[src/rtl/lvx_pkg.sv]
package lvx_pkg;

    localparam int unsigned LVX_XLEN = 64;

    localparam int LANE_RA  = 0;
    localparam int LANE_RB  = 1;
    localparam int LANE_RT  = 2;
    localparam int LANE_UP  = 3;
    localparam int N_LANES  = 4;

    typedef enum logic [1:0] {
        EW_B8  = 2'd0,
        EW_B16 = 2'd1,
        EW_B32 = 2'd2,
        EW_B64 = 2'd3
    } ew_e;

    typedef enum logic {
        ST_IDLE = 1'b0,
        ST_RUN  = 1'b1
    } seq_state_e;

    // Widen the low bits of an index register to full width.
    function automatic logic [LVX_XLEN-1:0] widen_index(
        input logic [LVX_XLEN-1:0] raw,
        input ew_e                 ew,
        input logic                signed_ea
    );
        logic [LVX_XLEN-1:0] r;
        case (ew)
            EW_B8:   r = signed_ea ? {{(LVX_XLEN-8){raw[7]}}, raw[7:0]}
                                   : {{(LVX_XLEN-8){1'b0}}, raw[7:0]};
            EW_B16:  r = signed_ea ? {{(LVX_XLEN-16){raw[15]}}, raw[15:0]}
                                   : {{(LVX_XLEN-16){1'b0}}, raw[15:0]};
            EW_B32:  r = signed_ea ? {{(LVX_XLEN-32){raw[31]}}, raw[31:0]}
                                   : {{(LVX_XLEN-32){1'b0}}, raw[31:0]};
            default: r = raw;
        endcase
        return r;
    endfunction

endpackage

[src/rtl/lvx_lane_walker.sv]
module lvx_lane_walker #(
    parameter int VL_MAX = 8,
    parameter int IW     = $clog2(VL_MAX + 1)
) (
    input  logic [VL_MAX-1:0] mask,
    input  logic [IW-1:0]     cur,
    input  logic              inc,
    input  logic              skip,
    output logic [IW-1:0]     nxt
);
    logic [IW-1:0] cand;

    always_comb begin
        cand = cur + IW'(inc);
        if (skip) begin
            // lowest enabled element at or above the candidate, else VL_MAX
            nxt = IW'(VL_MAX);
            for (int p = VL_MAX - 1; p >= 0; p--) begin
                if ((IW'(p) >= cand) && mask[p]) begin
                    nxt = IW'(p);
                end
            end
        end else begin
            nxt = cand;
        end
    end
endmodule

[src/rtl/lvx_ea_unit.sv]
module lvx_ea_unit
    import lvx_pkg::*;
#(
    parameter int IW = 4
) (
    input  logic [LVX_XLEN-1:0] base_val,
    input  logic [LVX_XLEN-1:0] index_raw,
    input  ew_e                 ew,
    input  logic                signed_ea,
    input  logic                strided,
    input  logic [IW-1:0]       elem,
    output logic [LVX_XLEN-1:0] ea
);
    logic [LVX_XLEN-1:0] idx_w;
    logic [LVX_XLEN-1:0] scaled;

    always_comb begin
        idx_w  = widen_index(index_raw, ew, signed_ea);
        scaled = idx_w * {{(LVX_XLEN-IW){1'b0}}, elem};
        ea     = base_val + (strided ? scaled : idx_w);
    end
endmodule

[src/rtl/lvx_idx_seq.sv]
module lvx_idx_seq
    import lvx_pkg::*;
#(
    parameter int VL_MAX = 8,
    parameter int REG_W  = 7,
    localparam int IW    = $clog2(VL_MAX + 1)
) (
    input  logic                clk,
    input  logic                rst,
    input  logic                start,
    input  logic [IW-1:0]       vl,
    input  logic                ra_vec,
    input  logic                rb_vec,
    input  logic                rt_vec,
    input  logic                upd_en,
    input  logic                upd_vec,
    input  logic [VL_MAX-1:0]   src_mask,
    input  logic [VL_MAX-1:0]   dst_mask,
    input  logic [1:0]          rb_ew,
    input  logic                sea,
    input  logic                ffirst,
    input  logic [REG_W-1:0]    ra_num,
    input  logic [REG_W-1:0]    rb_num,
    output logic [REG_W-1:0]    ra_rd_reg,
    input  logic [LVX_XLEN-1:0] ra_rd_data,
    output logic [REG_W-1:0]    rb_rd_reg,
    input  logic [LVX_XLEN-1:0] rb_rd_data,
    output logic                req_valid,
    input  logic                req_ready,
    output logic [LVX_XLEN-1:0] req_addr,
    output logic [IW-1:0]       req_dst_elem,
    output logic                req_upd_we,
    output logic [IW-1:0]       req_upd_elem,
    output logic                done
);
    typedef struct packed {
        logic [IW-1:0]     vl;
        logic              ra_vec;
        logic              rb_vec;
        logic              rt_vec;
        logic              upd_en;
        logic              upd_vec;
        logic [VL_MAX-1:0] src_mask;
        logic [VL_MAX-1:0] dst_mask;
        ew_e               ew;
        logic              sea;
        logic              strided;
        logic [REG_W-1:0]  ra_num;
        logic [REG_W-1:0]  rb_num;
    } cfg_t;

    seq_state_e state_q;
    cfg_t       cfg_q, cfg_in, cfg_use;
    logic       done_q;
    logic       running;
    logic       all_ok;
    logic       stop_one;
    logic       take;

    logic [IW-1:0]     idx_q    [N_LANES];
    logic [IW-1:0]     idx_nxt  [N_LANES];
    logic [IW-1:0]     lane_cur [N_LANES];
    logic [VL_MAX-1:0] lane_mask[N_LANES];
    logic [N_LANES-1:0] lane_skip, lane_inc, lane_rng, lane_ok;

    always_comb begin
        cfg_in.vl       = vl;
        cfg_in.ra_vec   = ra_vec;
        cfg_in.rb_vec   = rb_vec;
        cfg_in.rt_vec   = rt_vec;
        cfg_in.upd_en   = upd_en;
        cfg_in.upd_vec  = upd_vec;
        cfg_in.src_mask = src_mask;
        cfg_in.dst_mask = dst_mask;
        cfg_in.ew       = ew_e'(rb_ew);
        cfg_in.sea      = sea;
        cfg_in.strided  = ffirst && (ra_vec || rb_vec);
        cfg_in.ra_num   = ra_num;
        cfg_in.rb_num   = rb_num;
    end

    assign running = (state_q == ST_RUN);
    assign cfg_use = running ? cfg_q : cfg_in;

    // Per-lane stepping rules: base, index, destination, update.
    always_comb begin
        lane_mask[LANE_RA] = cfg_use.src_mask;
        lane_mask[LANE_RB] = cfg_use.src_mask;
        lane_mask[LANE_RT] = cfg_use.dst_mask;
        lane_mask[LANE_UP] = cfg_use.src_mask;

        lane_skip[LANE_RA] = cfg_use.ra_vec && !cfg_use.strided;
        lane_skip[LANE_RB] = cfg_use.rb_vec && !cfg_use.strided;
        lane_skip[LANE_RT] = cfg_use.rt_vec;
        lane_skip[LANE_UP] = cfg_use.upd_en && cfg_use.upd_vec;

        lane_inc[LANE_RA]  = running && (cfg_use.ra_vec || cfg_use.strided);
        lane_inc[LANE_RB]  = running && cfg_use.rb_vec && !cfg_use.strided;
        lane_inc[LANE_RT]  = running && cfg_use.rt_vec;
        lane_inc[LANE_UP]  = running && cfg_use.upd_en && cfg_use.upd_vec;

        lane_rng[LANE_RA]  = 1'b1;
        lane_rng[LANE_RB]  = 1'b1;
        lane_rng[LANE_RT]  = 1'b1;
        lane_rng[LANE_UP]  = cfg_use.upd_en && cfg_use.upd_vec;
    end

    for (genvar g = 0; g < N_LANES; g++) begin : g_lane
        assign lane_cur[g] = running ? idx_q[g] : '0;

        lvx_lane_walker #(
            .VL_MAX (VL_MAX),
            .IW     (IW)
        ) u_walk (
            .mask (lane_mask[g]),
            .cur  (lane_cur[g]),
            .inc  (lane_inc[g]),
            .skip (lane_skip[g]),
            .nxt  (idx_nxt[g])
        );

        assign lane_ok[g] = !lane_rng[g] || (idx_nxt[g] < cfg_use.vl);
    end

    assign all_ok   = &lane_ok;
    assign stop_one = !cfg_q.rt_vec ||
                      (!cfg_q.strided && !cfg_q.ra_vec && !cfg_q.rb_vec);
    assign take     = running && req_ready;

    always_ff @(posedge clk) begin
        if (rst) begin
            state_q <= ST_IDLE;
            cfg_q   <= '0;
            done_q  <= 1'b0;
            for (int l = 0; l < N_LANES; l++) begin
                idx_q[l] <= '0;
            end
        end else begin
            done_q <= 1'b0;
            if (!running) begin
                if (start) begin
                    cfg_q <= cfg_in;
                    for (int l = 0; l < N_LANES; l++) begin
                        idx_q[l] <= idx_nxt[l];
                    end
                    if (all_ok) begin
                        state_q <= ST_RUN;
                    end else begin
                        done_q <= 1'b1;
                    end
                end
            end else if (take) begin
                if (stop_one || !all_ok) begin
                    state_q <= ST_IDLE;
                    done_q  <= 1'b1;
                end else begin
                    for (int l = 0; l < N_LANES; l++) begin
                        idx_q[l] <= idx_nxt[l];
                    end
                end
            end
        end
    end

    // Register read selects.
    always_comb begin
        ra_rd_reg = cfg_q.ra_num;
        rb_rd_reg = cfg_q.rb_num;
        if (cfg_q.ra_vec && !cfg_q.strided) begin
            ra_rd_reg = cfg_q.ra_num + REG_W'(idx_q[LANE_RA]);
        end
        if (cfg_q.rb_vec && !cfg_q.strided) begin
            rb_rd_reg = cfg_q.rb_num + REG_W'(idx_q[LANE_RB]);
        end
    end

    lvx_ea_unit #(
        .IW (IW)
    ) u_ea (
        .base_val  (ra_rd_data),
        .index_raw (rb_rd_data),
        .ew        (cfg_q.ew),
        .signed_ea (cfg_q.sea),
        .strided   (cfg_q.strided),
        .elem      (idx_q[LANE_RA]),
        .ea        (req_addr)
    );

    assign req_valid    = running;
    assign req_dst_elem = idx_q[LANE_RT];
    assign req_upd_elem = idx_q[LANE_UP];
    assign req_upd_we   = running && cfg_q.upd_en;
    assign done         = done_q;
endmodule

[config.mk]
export PLATFORM = sky130hd
export DESIGN_NAME = lvx_idx_seq
export DESIGN_NICKNAME = d
export VERILOG_FILES = /design/src/rtl/lvx_pkg.sv /design/src/rtl/lvx_lane_walker.sv /design/src/rtl/lvx_ea_unit.sv /design/src/rtl/lvx_idx_seq.sv
export SDC_FILE = /design/constraint.sdc
export NUM_CORES = 1
export LEC_CHECK = 0
export BUFFER_PORTS_ARGS = -buffer_cell sky130_fd_sc_hd__buf_2
export CORE_MARGIN = 2
export CORE_UTILIZATION = 30
export CTS_BUF_LIST = sky130_fd_sc_hd__clkbuf_8
export CTS_CLUSTER_DIAMETER = 80
export CTS_CLUSTER_SIZE = 8
export DETAILED_ROUTE_END_ITERATION = 6
export PLACE_DENSITY = 0.46
export SLEW_MARGIN = 20
export SYNTH_ARGS = -nofsm -noshare
export SYNTH_HDL_FRONTEND = slang
export SYNTH_HIERARCHICAL = 1
export SYNTH_SLANG_ARGS = --single-unit
[constraint.sdc]
create_clock -name clk -period 6.7 [get_ports clk]
set_clock_uncertainty 0.2 [all_clocks]
set_input_delay 0.335 -clock clk [delete_from_list [all_inputs] [get_ports clk]]
set_output_delay 0.335 -clock clk [all_outputs]
set_load 0.02 [all_outputs]
==> results.ini <==
[critical_path]
crit_buf_inv = 6
cp-start-kind = register
cp_slowest_cell = fa_1
max_stage_delay_ps = 520
required_ps = 6160
critical_path_class = register to output port
path_delay_family = compound AO/OA/AOI/OAI gates
crit_arrival_ps = 6920
end_kind = output port
cp_max_fo = 7

[clock_network]
h-tree-depth = 3
insertion_delay_ps = 360
cts_root_buffer = clkbuf_8
clockBufferDepth = 2
numCtsBuffers = 9
cts.sinks = 61
cts_tree = built
path_clk_slew_ps = 80

[run]
drv_cap = 0

[drt]
drcViolationCount = 0
first_iter_violations = 1107
drt-wirelength-per-cell_um = 17.60
avgViaCountPerCell = 5.061
vias = 20375
drt_wl_total_mm = 70.85
first_pass_iters = 5
detail-route-antenna-nets = 0

[die]
die_x_um = 246.2
io_pins = 264
start_util_pct = 30.45
num_rows = 88
dieHeight_um = 246.2
dieArea_sq_mm = 0.06063
coreArea_sq_mm = 0.05781

[sta]
rsz0062_at_grt = true
setup_ws_ps = -755.9
setup_viol = 39
tns_ps = -17840
hold_viol_final = 0
fin_crit_ps = 7456
relSlewSlack_pct = 39.58
tightest_slew_ps = 906.4
fmax_mhz = 134.1
fin_crit_sh_pct = 111.3
slew_viol_final = 0

[pwr]
p_leak_nw = 13.02
p_int_mw = 2.403
clockPowerShare_pct = 8.1
combinationalPowerShare_pct = 81.1
power_switching_mw = 2.262
power.density_mw_per_mm2 = 168.6
ir_drop_uv = 145.6
pwr-share-seq_pct = 10.8
swShare_pct = 48.48

[yosys]
synth_edf_count = 16
ys_ff_latch = 61
async_reset_ff_share_pct = 0
synth.yosys.seq_area_share_pct = 7.846
synth_fp_nets = 2900
ys_top_cells_by_area = fa_1 (14%), ha_1 (11%), a21oi_1 (6.6%)
synth_cell_types = 95
yosysTopAreaCell = fa_1
yosysTopAreaCellShare_pct = 14.10
ys.flop_type = dfxtp_1
syn_area_sq_mm = 0.01760
synthCells = 2446
yosysWarnings = 6
avgSynthCellArea_sq_um = 7.197

[global_route]
grt_pass1_vias = 20681
grt_max_degree = 65
antenna_found_initial = 5
track_usage_pct = 22.61
grt_pass1_wl_mm = 110.3
overflow = 0

[status]
status = complete, but fails checks
violations = setup timing

[final_layout]
drive_above_1_share_pct = 44.11
layout.nets = 3707
fin_util_pct = 47.86
fin_area_sq_mm = 0.02766
fin_cells = 4026
syn_to_final_growth_pct = 57.14

[placed_design]
placed_cell_area_sq_mm = 0.02349
place_ws_ps = -909.9
place_inst = 3864
dpl.hpwl_mm = 56.26
port_buffers = 263
gp_congestion = 0.9048

[hold_path]
hold_path_class = input pin to register

tightest hold or removal path, stage by stage:
cell     delay, ps
buf_2           90
nand2_1         40
a21oi_1         50
power by group through the flow:
stage / clock network (mW) / logic (mW) / registers (mW)
global placement: 0 / 3.07 / 0.508
detailed placement: 0 / 3.09 / 0.509
floorplan: 0 / 1.89 / 0.483
global route: 0.402 / 4.08 / 0.512
CTS: 0.390 / 3.57 / 0.502
finish: 0.380 / 3.78 / 0.502
path summary, 6_finish.rpt:
check        slack (ps)  cells past startpoint            to   startpoint
max reg2reg        1260                     17   idx_q[0][2]  idx_q[0][0]
min reg2reg         250                      2     cfg_q[24]    cfg_q[24]
max                -760                     33  req_addr[63]    cfg_q[16]
min                  10                      3     cfg_q[12]    ra_num[5]
cells in the mapped netlist, types with 7 or more instances:
master     number
nand4_1        35
nand2_1       284
a21boi_0        7
fa_1          124
o31ai_1        18
dfxtp_1        45
nor3_1         24
nand3_1        38
o21a_1         17
and2_1        104
o21bai_1       38
a32oi_1         9
a21oi_1       232
o21ai_0       143
mux2_2         25
a21bo_1         8
nand2b_1       26
inv_1         261
xnor2_1        86
o22ai_1        31
or3_1          12
o21ai_1        13
nor3b_2        10
xor2_1         46
nor2_1        219
clkbuf_1      102
and3_1         10
a211oi_1        9
nor3b_1         8
a21o_1         77
ha_1          155
mux2i_1        12
o2bb2ai_1       7
o211ai_1       10
edfxtp_1       16
a31oi_1        14
nor2b_1        27
cells in the final DEF (no fill, tap or decap), drive strengths merged, types with 25 or more instances in the layout:
master / netlist / layout
a21o: 77 / 77
fa: 124 / 124
nor2b: 31 / 31
buf: 17 / 907
nand2: 285 / 285
mux2: 27 / 27
dfxtp: 45 / 45
o21bai: 38 / 38
nand2b: 27 / 27
a21oi: 236 / 236
inv: 261 / 262
and2: 104 / 104
o22ai: 36 / 36
xnor2: 86 / 86
xor2: 46 / 46
ha: 155 / 155
nand4: 35 / 35
o21ai: 161 / 161
nor3: 25 / 25
nor2: 221 / 222
nand3: 38 / 38
flip-flops by register name, indices dropped and copies added, names as in the netlist:
| register | cells |
|---|---|
| req_valid | 1 |
| done | 1 |
| cfg_q | 43 |
| idx_q | 16 |
timing repair:
action	4_1_cts	5_1_grt
gates cloned	4	1
setup buffers	110	30
hold endpoints to repair	4	0
hold buffers	4	0
endpoints found under the setup margin	46	47
pin swaps	206	138
resized for setup	451	142
metal layers:
| layer | track usage (%) | wire length [um] | up-vias |
|---|---|---|---|
| met5 | 0 | 22 | - |
| met4 | 6.150 | 1961 | 4 |
| met3 | 1.373 | 2513 | 100 |
| met2 | 37.67 | 32690 | 469 |
| met1 | 31.50 | 33660 | 9809 |
| li1 | - | - | 9993 |
logic make-up after synthesis:
kind of cell,after synthesis,synth area share [%]
AO/OA/AOI/OAI,729,27.07
buffers and inverters,384,8.443
flip-flops,61,7.846
adder cells (fa/ha/maj),279,25.12
AND/OR/NAND/NOR,822,22.50
XOR/XNOR,132,6.567
multiplexers,39,2.452
through the flow:
step           total power [mW]  hold WS, ps
5_1_grt                   4.994        3.512
3_3_place_gp              3.575        238.2
4_1_cts                   4.465        2.723
6_report                  4.664        13.40
2_1_floorplan             2.376        231.9
3_5_place_dp              3.604        244.9
layout make-up:
| class | count | area (sq um) |
|---|---|---|
| Tap cell | 765 | 957.2 |
| Timing Repair Buffer | 914 | 6659 |
| Inverter | 265 | 994.7 |
| Clock inverter | 6 | 85.08 |
| Fill cell | 5778 | 30140 |
| Antenna cell | 3 | 7.507 |
| Clock buffer | 10 | 137.6 |
| Multi-Input combinational cell | 2002 | 17430 |
| Sequential cell | 61 | 1389 |
No activity file was read; power rests on OpenSTA's default activity.
